## config.mk

```make
export PLATFORM = sky130hd
export DESIGN_NAME = adc_ctrl_front
export DESIGN_NICKNAME = d
export VERILOG_FILES = /design/src/rtl/adcfe_pkg.sv /design/src/rtl/adcfe_decode.sv /design/src/rtl/adcfe_sequencer.sv /design/src/rtl/adcfe_result.sv /design/src/rtl/adc_ctrl_front.sv
export SDC_FILE = /design/constraint.sdc
export NUM_CORES = 1
export LEC_CHECK = 0
export ABC_AREA = 1
export BUFFER_PORTS_ARGS = -buffer_cell sky130_fd_sc_hd__buf_2
export CAP_MARGIN = 20
export CORE_UTILIZATION = 30
export CTS_CLUSTER_DIAMETER = 150
export CTS_CLUSTER_SIZE = 25
export DETAILED_ROUTE_END_ITERATION = 6
export GPL_TIMING_DRIVEN = 0
export REMOVE_ABC_BUFFERS = 1
export SETUP_SLACK_MARGIN = 0.5
export SYNTH_ARGS = -nofsm -noshare
export SYNTH_HDL_FRONTEND = slang
export SYNTH_SLANG_ARGS = --single-unit
```

## constraint.sdc

```tcl
create_clock -name clk -period 1.2 [get_ports clk]
set_input_delay 0.12 -clock clk [delete_from_list [all_inputs] [get_ports clk]]
set_output_delay 0.12 -clock clk [all_outputs]
set_load 0.005 [all_outputs]
```

## src/rtl/adcfe_pkg.sv

```systemverilog
package adcfe_pkg;

    localparam int OFS_CHAN_CTL = 'h00;
    localparam int OFS_STATUS   = 'h08;
    localparam int OFS_RESULT   = 'h0C;
    localparam int OFS_CONFIG   = 'h14;
    localparam int OFS_GEN_CTL  = 'h18;
    localparam int OFS_GEN_STAT = 'h1C;

    // bit positions the driver software depends on
    localparam int BIT_IRQ_EN   = 7;
    localparam int BIT_RES_LO   = 2;
    localparam int BIT_OVW_EN   = 16;
    localparam int BIT_CONT     = 6;
    localparam int BIT_CAL      = 7;
    localparam int BIT_CAL_FAIL = 1;

    typedef enum logic [1:0] {
        SEQ_IDLE = 2'd0,
        SEQ_CONV = 2'd1,
        SEQ_CAL  = 2'd2
    } seq_state_e;

    typedef struct packed {
        logic chan_ctl;
        logic status;
        logic result;
        logic config_r;
        logic gen_ctl;
        logic gen_stat;
    } reg_hit_t;

endpackage

```

## src/rtl/adcfe_decode.sv

```systemverilog
module adcfe_decode
    import adcfe_pkg::*;
#(
    parameter int ADDR_W = 8
) (
    input  logic              valid,
    input  logic              write,
    input  logic [ADDR_W-1:0] addr,
    output reg_hit_t          hit,
    output logic              wr_en,
    output logic              rd_en
);

    always_comb begin
        hit = '0;
        if (addr[1:0] == 2'b00) begin
            case (addr)
                ADDR_W'(OFS_CHAN_CTL): hit.chan_ctl = 1'b1;
                ADDR_W'(OFS_STATUS):   hit.status   = 1'b1;
                ADDR_W'(OFS_RESULT):   hit.result   = 1'b1;
                ADDR_W'(OFS_CONFIG):   hit.config_r = 1'b1;
                ADDR_W'(OFS_GEN_CTL):  hit.gen_ctl  = 1'b1;
                ADDR_W'(OFS_GEN_STAT): hit.gen_stat = 1'b1;
                default: ;
            endcase
        end
        wr_en = valid && write;
        rd_en = valid && !write;
    end

endmodule

```

## src/rtl/adcfe_sequencer.sv

```systemverilog
module adcfe_sequencer
    import adcfe_pkg::*;
(
    input  logic clk,
    input  logic rst_n,
    input  logic chan_wr,
    input  logic chan_stop,
    input  logic cal_wr,
    input  logic cont_en,
    input  logic conv_done,
    output logic conv_start,
    output logic cal_start,
    output logic active,
    output logic cal_active,
    output logic done_conv,
    output logic done_cal
);

    typedef struct packed {
        seq_state_e state;
        logic       start;
        logic       cal_start;
    } seq_t;

    seq_t seq_d, seq_q;

    always_comb begin
        seq_d           = seq_q;
        seq_d.start     = 1'b0;
        seq_d.cal_start = 1'b0;
        done_conv       = 1'b0;
        done_cal        = 1'b0;
        if (chan_wr) begin
            // a channel write always abandons whatever is running
            if (chan_stop) begin
                seq_d.state = SEQ_IDLE;
            end else begin
                seq_d.state = SEQ_CONV;
                seq_d.start = 1'b1;
            end
        end else if (cal_wr) begin
            seq_d.state     = SEQ_CAL;
            seq_d.cal_start = 1'b1;
        end else begin
            case (seq_q.state)
                SEQ_CONV: if (conv_done) begin
                    done_conv = 1'b1;
                    if (cont_en) seq_d.start = 1'b1;
                    else         seq_d.state = SEQ_IDLE;
                end
                SEQ_CAL: if (conv_done) begin
                    done_cal    = 1'b1;
                    seq_d.state = SEQ_IDLE;
                end
                default: ;
            endcase
        end
    end

    always_ff @(posedge clk or negedge rst_n) begin
        if (!rst_n) begin
            seq_q.state     <= SEQ_IDLE;
            seq_q.start     <= 1'b0;
            seq_q.cal_start <= 1'b0;
        end else begin
            seq_q <= seq_d;
        end
    end

    assign conv_start = seq_q.start;
    assign cal_start  = seq_q.cal_start;
    assign active     = (seq_q.state != SEQ_IDLE);
    assign cal_active = (seq_q.state == SEQ_CAL);

endmodule

```

## src/rtl/adcfe_result.sv

```systemverilog
module adcfe_result #(
    parameter int SAMPLE_W = 12
) (
    input  logic                clk,
    input  logic                rst_n,
    input  logic                capture,
    input  logic                cal_flag,
    input  logic                rd_clear,
    input  logic                ovw_en,
    input  logic [1:0]          res_sel,
    input  logic [SAMPLE_W-1:0] sample,
    output logic [SAMPLE_W-1:0] value,
    output logic                flag
);

    localparam int SHIFT_8  = SAMPLE_W - 8;
    localparam int SHIFT_10 = SAMPLE_W - 10;

    typedef struct packed {
        logic [SAMPLE_W-1:0] value;
        logic                flag;
    } res_t;

    res_t res_d, res_q;
    logic [SAMPLE_W-1:0] shaped;

    always_comb begin
        case (res_sel)
            2'b00:   shaped = sample >> SHIFT_8;
            2'b01:   shaped = sample >> SHIFT_10;
            default: shaped = sample;
        endcase

        res_d = res_q;
        if (rd_clear) res_d.flag = 1'b0;
        // a result being read in this cycle counts as consumed
        if (capture && (!res_q.flag || ovw_en || rd_clear)) begin
            res_d.value = shaped;
            res_d.flag  = 1'b1;
        end
        if (cal_flag) res_d.flag = 1'b1;
    end

    always_ff @(posedge clk or negedge rst_n) begin
        if (!rst_n) begin
            res_q.value <= '0;
            res_q.flag  <= 1'b0;
        end else begin
            res_q <= res_d;
        end
    end

    assign value = res_q.value;
    assign flag  = res_q.flag;

endmodule

```

## src/rtl/adc_ctrl_front.sv

```systemverilog
module adc_ctrl_front
    import adcfe_pkg::*;
#(
    parameter int ADDR_W   = 8,
    parameter int DATA_W   = 32,
    parameter int CHAN_W   = 5,
    parameter int SAMPLE_W = 12
) (
    input  logic                clk,
    input  logic                rst_n,
    input  logic                bus_valid,
    input  logic                bus_write,
    input  logic [ADDR_W-1:0]   bus_addr,
    input  logic [DATA_W-1:0]   bus_wdata,
    output logic [DATA_W-1:0]   bus_rdata,
    output logic                conv_start,
    output logic                cal_start,
    output logic [CHAN_W-1:0]   conv_chan,
    output logic                conv_active,
    input  logic                conv_done,
    input  logic [SAMPLE_W-1:0] conv_data,
    input  logic                conv_cal_fail,
    output logic                irq
);

    typedef struct packed {
        logic [CHAN_W-1:0] chan;
        logic              irq_en;
        logic [1:0]        res;
        logic              ovw;
        logic              cont;
        logic              calf;
    } ctl_t;

    reg_hit_t            hit;
    logic                wr_en, rd_en;
    logic                chan_wr, chan_stop, cal_wr;
    logic                cal_active, done_conv, done_cal;
    logic [SAMPLE_W-1:0] res_value;
    logic                res_flag;
    logic                wdata_unused;
    ctl_t                ctl_d, ctl_q;

    adcfe_decode #(.ADDR_W(ADDR_W)) u_decode (
        .valid (bus_valid),
        .write (bus_write),
        .addr  (bus_addr),
        .hit   (hit),
        .wr_en (wr_en),
        .rd_en (rd_en)
    );

    assign chan_wr   = wr_en && hit.chan_ctl;
    assign chan_stop = (bus_wdata[CHAN_W-1:0] == '1);
    assign cal_wr    = wr_en && hit.gen_ctl && bus_wdata[BIT_CAL];
    assign wdata_unused = ^bus_wdata;

    adcfe_sequencer u_seq (
        .clk        (clk),
        .rst_n      (rst_n),
        .chan_wr    (chan_wr),
        .chan_stop  (chan_stop),
        .cal_wr     (cal_wr),
        .cont_en    (ctl_q.cont),
        .conv_done  (conv_done),
        .conv_start (conv_start),
        .cal_start  (cal_start),
        .active     (conv_active),
        .cal_active (cal_active),
        .done_conv  (done_conv),
        .done_cal   (done_cal)
    );

    adcfe_result #(.SAMPLE_W(SAMPLE_W)) u_result (
        .clk      (clk),
        .rst_n    (rst_n),
        .capture  (done_conv),
        .cal_flag (done_cal),
        .rd_clear (rd_en && hit.result),
        .ovw_en   (ctl_q.ovw),
        .res_sel  (ctl_q.res),
        .sample   (conv_data),
        .value    (res_value),
        .flag     (res_flag)
    );

    always_comb begin
        ctl_d = ctl_q;
        if (chan_wr) begin
            ctl_d.chan   = bus_wdata[CHAN_W-1:0];
            ctl_d.irq_en = bus_wdata[BIT_IRQ_EN];
        end
        if (wr_en && hit.config_r) begin
            ctl_d.res = bus_wdata[BIT_RES_LO +: 2];
            ctl_d.ovw = bus_wdata[BIT_OVW_EN];
        end
        if (wr_en && hit.gen_ctl) ctl_d.cont = bus_wdata[BIT_CONT];
        if (cal_wr)   ctl_d.calf = 1'b0;
        if (done_cal) ctl_d.calf = conv_cal_fail;
    end

    always_ff @(posedge clk or negedge rst_n) begin
        if (!rst_n) begin
            ctl_q.chan   <= '1;
            ctl_q.irq_en <= 1'b0;
            ctl_q.res    <= 2'b00;
            ctl_q.ovw    <= 1'b0;
            ctl_q.cont   <= 1'b0;
            ctl_q.calf   <= 1'b0;
        end else begin
            ctl_q <= ctl_d;
        end
    end

    always_comb begin
        bus_rdata = '0;
        if (rd_en) begin
            if (hit.chan_ctl) begin
                bus_rdata[CHAN_W-1:0] = ctl_q.chan;
                bus_rdata[BIT_IRQ_EN] = ctl_q.irq_en;
            end
            if (hit.status) bus_rdata[0] = res_flag;
            if (hit.result) bus_rdata[SAMPLE_W-1:0] = res_value;
            if (hit.config_r) begin
                bus_rdata[BIT_RES_LO +: 2] = ctl_q.res;
                bus_rdata[BIT_OVW_EN]      = ctl_q.ovw;
            end
            if (hit.gen_ctl) begin
                bus_rdata[BIT_CONT] = ctl_q.cont;
                bus_rdata[BIT_CAL]  = cal_active;
            end
            if (hit.gen_stat) bus_rdata[BIT_CAL_FAIL] = ctl_q.calf;
        end
    end

    assign conv_chan = ctl_q.chan;
    assign irq       = ctl_q.irq_en && res_flag;

endmodule

```

# == Yosys cells after proc, flatten, opt, wreduce, memory -nomap -nowiden ==
# Cells that the tools add are included.
# classes
n_eq_ne,12
mux,43
reduce_logical,21
# ops
op,n
2-to-1 mux 1 bit,30
"== test 8 x 5 -> 1 bit, second input constant",3
2-to-1 mux 12 bit,2
case mux 12 bit (2 select lines),1
"== test 8 x 4 -> 1 bit, second input constant",2
"!= test 4 bit, second input constant",3
2-to-1 mux 2 bit,5
logical AND 1 bit,9
logical NOT 8 bit,1
2-to-1 mux 3 bit,2
2-to-1 mux 6 bit,1
"== test 5 bit, second input constant",1
2-to-1 mux 5 bit,1
"== test 2 x 1 -> 1 bit, second input constant",2
logical NOT 2 bit,2
case mux 2 bit (2 select lines),1
AND reduction 4 bit,1
nonzero test 2 bit,2
nonzero test 4 bit,1
nonzero test 3 bit,1
"== test 2 bit, second input constant",1
logical NOT 1 bit,2
logical OR 1 bit,2
# word_totals
reg_bits,28

# == Longest topological paths before layout ==
# Gate-level depths: netlist of the first run.
# depth
depth_word,10
mapped_depth,9
ltp_nobuf,8

# == Hierarchy ==
# A second synthesis of the first run with hierarchy kept.
# hier_totals
hier_cells,289
area_unflattened_um2,1999.4
# by_module_without_submodules
mod,instances,cells_per_inst,area_each_um2
adc_ctrl_front,1,129,925.9
adcfe_result,1,98,711.9
adcfe_sequencer,1,34,249.0
adcfe_decode,1,28,112.6

# == Worst setup path before layout of the first run ==
# No wires, ideal clock.
# synth_timing
kind,register to register
from,register u_seq.seq_q[3] (netlist name)
to,"register, netlist name u_result.value[1]"
setup_time_ns,0.117
t_arrival_ns,1.174
required_time_ns,1.083
slack_ns,-0.092
stages_incl_launch_ff,9
n_path_buf,1
cell_sequence,dfrtp_1 > inv_1 > ha_1 > nand2_1 > a21oi_4 > nand3_4 > buf_6 > nand2_1 > nand2_1
# synth_via
elab_chain_cells,5
# synth_lines
element,line,rtl
"start, declared",adcfe_sequencer.sv:25,"seq_t seq_d, seq_q;"
"start signal, assigned",adcfe_sequencer.sv:66,seq_q <= seq_d;
== test 2 x 1 -> 1 bit,adcfe_sequencer.sv:45,case (seq_q.state)
2-to-1 mux 1 bit,adcfe_sequencer.sv:45,
2-to-1 mux 1 bit,adcfe_sequencer.sv:41,end else if (cal_wr) begin
2-to-1 mux 1 bit,adcfe_sequencer.sv:33,if (chan_wr) begin
logical AND 1 bit,adcfe_result.sv:37,if (capture && (!res_q.flag || ovw_en || rd_clear)) begin
# Every way passes these cells.
# A chain may end at the register's enable or synchronous reset.

# == Worst setup path after layout of the first run ==
# layout_timing
from,register u_seq.seq_q[3] (netlist name)
to,"register, netlist name u_result.value[1]"
# layout_via
elab_chain_cells,5
# layout_lines
element,line
== test 2 x 1 -> 1 bit,adcfe_sequencer.sv:45
2-to-1 mux 1 bit,adcfe_sequencer.sv:45
2-to-1 mux 1 bit,adcfe_sequencer.sv:41
2-to-1 mux 1 bit,adcfe_sequencer.sv:33
logical AND 1 bit,adcfe_result.sv:37
# Every way passes these cells.

==> results of run 1 <==
worst reg2reg max path, cell delays in order, from the launching register on:
cell,delay [ns]
dfrtp_1,0.44
inv_2,0.10
ha_4,0.15
nand2_4,0.05
a21oi_4,0.17
buf_12,0.14
buf_4,0.13
nand4_1,0.11
nand2_2,0.10
power groups by stage:
| stage | clock network, uW | registers [uW] | logic [uW] |
|---|---|---|---|
| after floorplan | 0 | 1310 | 530 |
| after global routing | 848 | 1380 | 1480 |
| final | 792 | 1350 | 1330 |
| after global placement | 0 | 1330 | 761 |
| after CTS | 784 | 1330 | 1090 |
| after detailed placement | 0 | 1340 | 774 |
routing by layer:
layer  share of wire (%)  up-vias  global-route usage [%]
met5                   0        -                       0
met1                  40     1069                    21.4
met3                 5.5       21                    1.38
met4                 3.2        0                    5.24
met2                  51       94                    30.8
li1                    -     1094                       -
logic make-up after synthesis:
family,after synthesis,synth area share (%)
AND/OR/NAND/NOR,173,40.4
buffers and inverters,68,17.7
flip-flops,28,34.7
AO/OA/AOI/OAI,17,5.16
adder cells (fa/ha/maj),3,1.84
other,1,0.184
timing repair:
item | 4_1_cts | 5_1_grt
hold endpoints to repair | 23 | 23
cloned | 1 | 2
setup buffers | 26 | 26
endpoints found under the setup margin | 49 | 50
pin swaps | 25 | 23
gates resized for setup | 84 | 75
cell type report:
type / count / area, um^2 / share of cell area [%]
clock buffers: 3 / 41.3 / 1.24
clock inverters: 1 / 30.0 / 0.904
inverters: 37 / 144 / 4.33
multi-input cells: 215 / 1430 / 43.1
flip-flops and latches: 28 / 708 / 21.3
well taps: 77 / 96.3 / 2.90
repair buffers: 107 / 870 / 26.2
layout by cell type, fill, tap and decap left out, types with 3 or more instances in the layout:
master / n
o21ai_2: 4
nand3_1: 18
nand3_4: 7
nor2_1: 4
nand2_1: 68
nor2_4: 12
buf_6: 33
inv_1: 21
buf_4: 31
nand3_2: 8
dfrtp_1: 22
o21ai_1: 6
conb_1: 19
buf_2: 39
inv_2: 14
clkbuf_8: 3
ha_4: 3
nand4_1: 15
nor2_2: 7
dfstp_2: 5
nand2_2: 24
nand2_4: 6
metrics by stage:
step	total power (uW)	hold WS, ns
3_5_place_dp	2110	0.194
2_1_floorplan	1840	-0.176
5_1_grt	3710	-0.104
4_1_cts	3210	-0.122
6_report	3480	-0.158
3_3_place_gp	2100	0.179
worst max path at each step:
stage,start,end,slack (ns),cells after the start
finish,u_seq.seq_q[3],u_result.value[1],-0.25,8
global route,u_seq.seq_q[3],u_result.value[1],-0.32,8
CTS,u_seq.seq_q[3],bus_rdata[7],-0.22,5
detailed placement,bus_addr[1],u_seq.seq_q[2],-0.57,7
global placement,bus_addr[1],u_seq.seq_q[2],-0.56,7
floorplan,u_seq.seq_q[3],u_result.value[0],-0.18,7
synthesized netlist by cell type, types with 2 or more instances:
master and n:
nand3_4 2, buf_2 4, nand2_2 2, ha_1 3
dfrtp_1 23, nand3_1 30, a21oi_1 3, dfstp_2 5
nor2_1 16, nor2_2 4, o21ai_0 10, nor2_4 3
buf_4 25, nand2_1 96, nand4_1 15, inv_1 36
sequential cells by signal, summed over array words and instances, names as in the netlist:
| name | cells |
|---|---|
| u_result.value | 12 |
| ctl_q | 6 |
| conv_chan | 5 |
| u_seq.seq_q | 2 |
| u_result.flag | 1 |
| u_seq.cal_start | 1 |
| u_seq.conv_start | 1 |
==> qor.csv, run 1 <==
stage,metric,value,unit
synth,Synth Flop Type,dfrtp_1,
cts,"Reg clk slew, reported paths",0.12,ns
worst_setup_path,worst reg2reg endpoint,u_result.value[1],
power,Sw Pwr,1220,uW
sta,"Slew Viols, Final",0,
cts,Clock Sinks,28,
sta,relative slew slack,51.7,%
sta,final setup margin,-0.246,ns
place,pre-CTS setup slack,-0.571,ns
sta,Final Hold Vio Count,23,
worst_setup_path,"slowest stage delay, CP",0.44,ns
synth,synth warn,0,
synth,Yosys top cell by area,dfrtp_1,
worst_setup_path,reg2reg setup slack,-0.25,ns
global_route,vias in the first global route,2065,
power,Logic pwr share,38.3,%
global_route,Tot GR Track Use,16.9,%
power,Int Power,2260,uW
synth,synthesized cell area,2040,um^2
final_layout,area delta synth->final,63.0,%
worst_setup_path,critical-path cell list,inv_2 -> ha_4 -> nand2_4 -> a21oi_4 -> buf_12 -> buf_4 -> nand4_1 -> nand2_2,
worst_setup_path,Crit path max-delay family,flip-flops,
place,Post-DP HPWL,3.86,mm
place,placed insts,409,
worst_setup_path,CP max stage cell,dfrtp_1,
sta,RSZ-0062 raised after global routing,yes,
global_route,largest net degree at the start of global routing,29,
route,Post-Route WL,6.94,mm
cts,worst skew pair latency,0.29,ns
die,Core Region,6460,um^2
power,switching part of the total power,35.0,%
power,Reg power frac,39.0,%
sta,Slew @ Worst Pin,0.715,ns
die,row cnt,29,
worst_setup_path,startpoint class of the critical path,flop,
route,Final ANT Viol Nets,0,
outcome,outcome,"finished, violations left",
cts,maximum buffer depth of the clock tree,2,
final_layout,Layout Cell Area excl Fill,3320,um^2
final_layout,post-route insts no fill,468,
worst_setup_path,reg2reg start,u_seq.seq_q[3],
run,number of max-cap violations,0,
place,dpl cell area,2250,um^2
cts,H-tree levels,1,
worst_setup_path,critical path class,flop to flop,
cts,total CTS buffers,3,
sta,Final Critical Period,1.45,ns
global_route,initial antenna violation count,0,
synth,synthesized area per cell,7.03,um^2
worst_setup_path,path depth of the worst reg2reg path,8,
route,# DRC,3,
place,Port Buffers,55,
synth,Synth async-reset ratio,100,%
sta,post-route setup TNS,-4.37,ns
final_layout,fin util,51.4,%
sta,Hold WS,-0.158,ns
synth,synth unique cells,29,
sta,worst clock skew,0.0135,ns
final_layout,fill count,574,
sta,period utilization,121,%
synth,Yosys reg bits,28,
synth,Syn Inst Count,290,
route,First-pass DRT Iterations,7,
die,die area,7130,um^2
power,clock network power share,22.8,%
worst_setup_path,Worst EP required,1.42,ns
final_layout,layout cells sized above 1,54.2,%
power,Max VDD drop,0.542,mV
route,drt initial violations,162,
sta,final setup fails,27,
route,via/cell ratio,4.87,
synth,post-synth top area share,28.2,%
die,Die Wd,84.4,um
global_route,GR Overflow Total,0,
cts,clock root cell,clkbuf_8,
die,# IOs,99,
final_layout,nets@finish,453,
power,leak pwr,0.00171,uW
synth,synth top area cells,"dfrtp_1 28%, nand2_1 18%, buf_4 9.2%",
power,total power per unit cell area,1050,nW/um^2
worst_setup_path,"critical path fanouts, max",5,
worst_setup_path,worst path buffer plus inverter count,3,
route,DR WL/cell,14.8,um
die,Starting Density,31.6,%
synth,Post-synth EDFFs,0,
outcome,failing checks,"DRC, hold timing, setup timing",
global_route,first-pass GRT wire length,9.74,mm
worst_setup_path,critical path arrival,1.67,ns
final_layout,Ant. Diodes,0,
min_path,Hold Crit Class,input port to async pin,
cts,TritonCTS clock tree,yes,
route,Via Count,2278,
die,die height,84.4,um
place,GPL Wtd Cong,0.760,
synth,post-synthesis sequential area ratio,34.7,%
sta,highest clock rate,691,MHz
worst_setup_path,CP endpoint kind,flop,
Power figures use the tool's default switching activity.
==> run 2, diff against run 1 <==
Settings changed: ABC_AREA 1 to not set.
==> qor.csv, run 2 <==
stage,metric,value,unit
outcome,outcome,"finished, violations left",
outcome,failing checks,"hold timing, setup timing",
cts,"Reg clk slew, reported paths",0.10,ns
sta,RSZ-0062 raised after global routing,yes,
die,Starting Density,31.2,%
min_path,Hold Crit Class,input port to async pin,
place,Port Buffers,55,
worst_setup_path,"slowest stage delay, CP",0.40,ns
sta,worst clock skew,0.00762,ns
sta,Slew @ Worst Pin,0.640,ns
sta,final setup margin,-0.353,ns
worst_setup_path,reg2reg start,u_seq.seq_q[3],
die,row cnt,29,
final_layout,layout cells sized above 1,56.3,%
final_layout,area delta synth->final,53.1,%
worst_setup_path,Crit path max-delay family,flip-flops,
worst_setup_path,CP endpoint kind,flop,
final_layout,fill count,603,
sta,Hold WS,-0.137,ns
final_layout,"most common cell after layout, fill and taps aside",buf_2,
route,via/cell ratio,4.83,
synth,Syn Inst Count,215,
sta,period utilization,129,%
power,Final Total Pwr,2360,uW
power,leak pwr,0.00140,uW
sta,Final Critical Period,1.55,ns
route,drt initial violations,100,
synth,leading post-synthesis cells by instance count,"39 x nand2_1, 24 x buf_4, 23 x dfrtp_1",
final_layout,most frequent cells in the layout,"37 x buf_2, 36 x buf_6, 31 x nand2_1, 21 x dfrtp_1",
die,die area,6970,um^2
worst_setup_path,startpoint class of the critical path,flop,
worst_setup_path,"critical path fanouts, max",8,
worst_setup_path,critical-path cell list,inv_2 -> ha_4 -> and2_4 -> o311a_4 -> buf_12 -> mux2_4,
route,First-pass DRT Iterations,4,
run,number of max-cap violations,0,
sta,final setup fails,33,
global_route,vias in the first global route,1821,
cts,Clock Sinks,28,
final_layout,nets@finish,366,
sta,relative slew slack,57.4,%
cts,worst skew pair latency,0.27,ns
synth,post-synth top area share,28.9,%
place,Post-DP HPWL,3.64,mm
global_route,first-pass GRT wire length,9.02,mm
synth,synthesized area per cell,9.26,um^2
global_route,GR Overflow Total,0,
worst_setup_path,CP Launch Point,u_seq.seq_q[3],
place,dpl cell area,2180,um^2
final_layout,fin util,47.7,%
place,GPL Wtd Cong,0.854,
sta,"Slew Viols, Final",0,
die,Core Region,6390,um^2
synth,Post-synth EDFFs,0,
route,Final ANT Viol Nets,0,
synth,Yosys top cell by area,dfrtp_1,
worst_setup_path,critical path class,flop to flop,
route,Via Count,1839,
final_layout,max reg flops,12,
worst_setup_path,critical path arrival,1.72,ns
final_layout,Layout Cell Area excl Fill,3050,um^2
route,# DRC,0,
synth,post-synthesis sequential area ratio,35.5,%
synth,Synth async-reset ratio,100,%
synth,synth warn,0,
power,Max VDD drop,0.407,mV
power,total power per unit cell area,775,nW/um^2
worst_setup_path,worst path buffer plus inverter count,2,
die,die height,83.5,um
route,Post-Route WL,5.73,mm
cts,TritonCTS clock tree,yes,
sta,highest clock rate,644,MHz
global_route,largest net degree at the start of global routing,29,
global_route,Tot GR Track Use,16.0,%
cts,maximum buffer depth of the clock tree,2,
die,Die Wd,83.5,um
synth,synth top area cells,"dfrtp_1 29%, buf_4 9.0%, nand2_1 7.3%",
synth,synth unique cells,43,
route,DR WL/cell,15.0,um
global_route,initial antenna violation count,0,
sta,post-route setup TNS,-6.76,ns
worst_setup_path,Worst EP required,1.37,ns
final_layout,Largest Register,u_result.value,
cts,H-tree levels,1,
sta,Final Hold Vio Count,23,
synth,most common cell in the netlist,nand2_1,
worst_setup_path,critical path depth in cells,6,
cts,clock root cell,clkbuf_8,
synth,Yosys reg bits,28,
worst_setup_path,path depth of the worst reg2reg path,6,
final_layout,area of the multi-input gates,1310,um^2
final_layout,register area,709,um^2
synth,Synth Flop Type,dfrtp_1,
final_layout,Ant. Diodes,0,
synth,synthesized cell area,1990,um^2
worst_setup_path,CP max stage cell,dfrtp_1,
cts,total CTS buffers,3,
die,# IOs,99,
==> run 2: cell count changes after synthesis, moves of 4 or more <==
cell / delta
nand2_1: -57
inv_1: -27
nand3_1: -23
nand4_1: -13
mux2i_1: +11
and2_1: +8
mux2_4: +8
mux2_1: +6
nor2_1: -6
a22oi_1: +5
nor2_2: -4
o21ai_1: +4
==> run 2: routing by layer <==
metal	track usage, %	vias up	share of wire [%]
met5	0	-	0
met4	3.24	0	0.33
met3	3.07	2	6.5
met2	26.4	69	49
met1	22.0	888	44
li1	-	880	-
==> run 2: per-stage QoR <==
step	hold slack [ns]	worst slack (ns)	cells
after floorplan	-0.176	-0.339	200
after global placement	0.175	-0.768	332
after detailed placement	0.178	-0.813	332
after CTS	-0.120	-0.377	365
after global routing	-0.0900	-0.386	381
final	-0.137	-0.353	381
==> run 2: report_power, final <==
part,switching (uW),internal [uW]
Clock,292,238
Sequential,63.9,1030
Combinational,329,413
==> run 2: cell type report <==
cell class / count / area share (%)
flip-flops and latches: 28 / 23.3
inverters: 9 / 1.11
well taps: 77 / 3.16
clock buffers: 4 / 1.48
repair buffers: 99 / 27.9
multi-input cells: 164 / 43.1
==> run 2: kinds of logic (layout without fill, tap and decap cells) <==
family / count (synthesis) / in the layout / share of synthesized area, %
compound gates: 32 / 32 / 11.0
fa+ha+maj: 3 / 3 / 1.88
buf+inv: 42 / 112 / 14.1
flops: 28 / 28 / 35.5
mux: 25 / 25 / 14.9
other cells: 1 / 19 / 0.188
simple gates: 84 / 85 / 22.4
==> run 2: worst paths after layout <==
check	to	slack, ns
min in group clk	conv_chan[4]	0.04
setup reg to reg	u_result.value[4]	-0.35
hold / removal	u_result.value[3]	-0.14
setup / recovery	u_result.value[4]	-0.35
max in group asynchronous	ctl_q[4]	0.88
hold reg to reg	u_result.value[5]	0.52
==> run 2: repair_timing <==
action / in CTS / in global routing
gates cloned: 1 / 0
endpoints found under the setup margin: 50 / 50
hold endpoints to repair: 23 / 23
gates resized for setup: 79 / 34
pin swaps: 21 / 10
buffers inserted: 28 / 16
==> run 3, diff against run 2 <==
Settings changed: CELL_PAD_IN_SITES_DETAIL_PLACEMENT set to 0, CELL_PAD_IN_SITES_GLOBAL_PLACEMENT set to 1, CTS_BUF_LIST set to sky130_fd_sc_hd__clkbuf_4, PLACE_DENSITY_LB_ADDON set to 0.1.
==> qor.csv, run 3 (synthesized netlist as in run 2, its figures left out) <==
stage,metric,value,unit
outcome,outcome,"finished, violations left",
outcome,failing checks,"hold timing, setup timing",
global_route,initial antenna violation count,0,
worst_setup_path,"critical path fanouts, max",2,
worst_setup_path,reg2reg start,u_seq.seq_q[3],
cts,"Reg clk slew, reported paths",0.17,ns
cts,clock root cell,clkbuf_4,
global_route,GR Overflow Total,0,
worst_setup_path,path depth of the worst reg2reg path,5,
sta,"Slew Viols, Final",0,
cts,Clock Sinks,28,
sta,final setup fails,36,
power,Max VDD drop,0.458,mV
worst_setup_path,critical path arrival,1.48,ns
sta,final setup margin,-0.404,ns
route,Via Count,1870,
die,die height,83.5,um
final_layout,Ant. Diodes,0,
global_route,first-pass GRT wire length,9.20,mm
worst_setup_path,reg2reg setup slack,-0.38,ns
global_route,M3 GR Usage,3.56,%
cts,H-tree levels,1,
global_route,Tot GR Track Use,16.8,%
final_layout,Largest Register,u_result.value,
cts,worst skew pair latency,0.34,ns
power,leak pwr,0.00145,uW
place,GPL Wtd Cong,0.725,
route,via/cell ratio,4.82,
worst_setup_path,Worst EP required,1.08,ns
sta,worst clock skew,0.0124,ns
final_layout,fill count,602,
sta,Final Critical Period,1.60,ns
final_layout,area delta synth->final,56.5,%
power,total power per unit cell area,817,nW/um^2
sta,Final Hold Vio Count,23,
worst_setup_path,worst reg2reg endpoint,u_result.value[1],
final_layout,max reg flops,12,
global_route,met2 GRT Util,28.8,%
sta,relative slew slack,55.9,%
cts,TritonCTS clock tree,yes,
worst_setup_path,CP endpoint kind,output port,
min_path,Hold Crit Class,input port to async pin,
global_route,vias in the first global route,1758,
place,Port Buffers,55,
route,# DRC,0,
final_layout,layout cells sized above 1,55.3,%
final_layout,"most common cell after layout, fill and taps aside",buf_6,
place,Post-DP HPWL,3.72,mm
run,number of max-cap violations,0,
worst_setup_path,critical path class,flop to output port,
sta,period utilization,134,%
cts,total CTS buffers,3,
place,pre-CTS setup slack,-0.814,ns
die,Die Wd,83.5,um
route,First-pass DRT Iterations,4,
sta,Hold WS,-0.226,ns
final_layout,most frequent cells in the layout,"40 x buf_6, 39 x buf_2, 28 x nand2_1, 20 x dfrtp_1, 19 x conb_1",
cts,maximum buffer depth of the clock tree,2,
global_route,met1 Usage GRT,21.7,%
die,Core Region,6390,um^2
route,drt initial violations,53,
sta,highest clock rate,623,MHz
route,Post-Route WL,5.97,mm
sta,Slew @ Worst Pin,0.661,ns
global_route,grt peak-use layer,met2,
die,Starting Density,31.2,%
global_route,largest net degree at the start of global routing,29,
route,Final ANT Viol Nets,0,
sta,RSZ-0062 raised after global routing,yes,
final_layout,nets@finish,373,
worst_setup_path,startpoint class of the critical path,flop,
die,# IOs,99,
die,die area,6970,um^2
route,DR WL/cell,15.4,um
die,row cnt,29,
## run 3: cell type report
class | count | area (um^2) | share of cell area (%)
clock inverter | 1 | 30.0 | 0.963
timing repair buffer | 105 | 901 | 28.9
sequential | 28 | 713 | 22.9
inverter | 9 | 33.8 | 1.08
multi-input combinational | 165 | 1320 | 42.4
tap | 77 | 96.3 | 3.09
clock buffer | 3 | 22.5 | 0.723
## run 3: metal layers
| metal | share of wire, % | up-vias |
|---|---|---|
| li1 | - | 895 |
| met1 | 46 | 914 |
| met2 | 49 | 55 |
| met3 | 4.6 | 6 |
| met4 | 1.1 | 0 |
| met5 | 0 | - |
## run 3: critical path, stage by stage (launching register included)
cell	delay, ns
dfstp_2	0.57
mux2i_1	0.08
nor2_1	0.09
a31oi_1	0.04
nor4_1	0.20
buf_2	0.17
## run 3: worst max-delay path by stage
stage / from / to / cells after the start
final: conv_chan[0] / bus_rdata[0] / 5
after floorplan: bus_addr[1] / u_result.value[0] / 4
after CTS: conv_chan[0] / bus_rdata[0] / 5
after global routing: conv_chan[0] / bus_rdata[0] / 5
after global placement: bus_addr[2] / u_result.value[1] / 5
after detailed placement: bus_addr[2] / u_result.value[1] / 5
## run 3: where the power goes
| group | switching [uW] | total, uW | leakage [uW] | internal (uW) |
|---|---|---|---|---|
| sequential | 67.7 | 1100 | 0.000350 | 1030 |
| combinational | 344 | 811 | 0.00107 | 466 |
| clock | 302 | 640 | 0.0000279 | 338 |
## run 3: metrics by stage
step	cells	cell area, um^2	total power, uW	TNS (ns)	util, %
floorplan	200	1810	1320	-3.74	-
global placement	332	2180	1520	-22.08	34.2
detailed placement	332	2180	1520	-21.14	34.2
CTS	374	2830	2430	-7.50	44.4
global route	388	3120	2680	-10.05	48.8
finish	388	3120	2550	-8.01	48.8
## run 3: timing repair
action / CTS / global route
setup endpoints to repair: 49 / 50
endpoints found under the hold margin: 29 / 26
hold buffers: 5 / 1
pin swaps: 19 / 24
setup buffers: 31 / 12
resized for setup: 77 / 39
cloned: 2 / 1
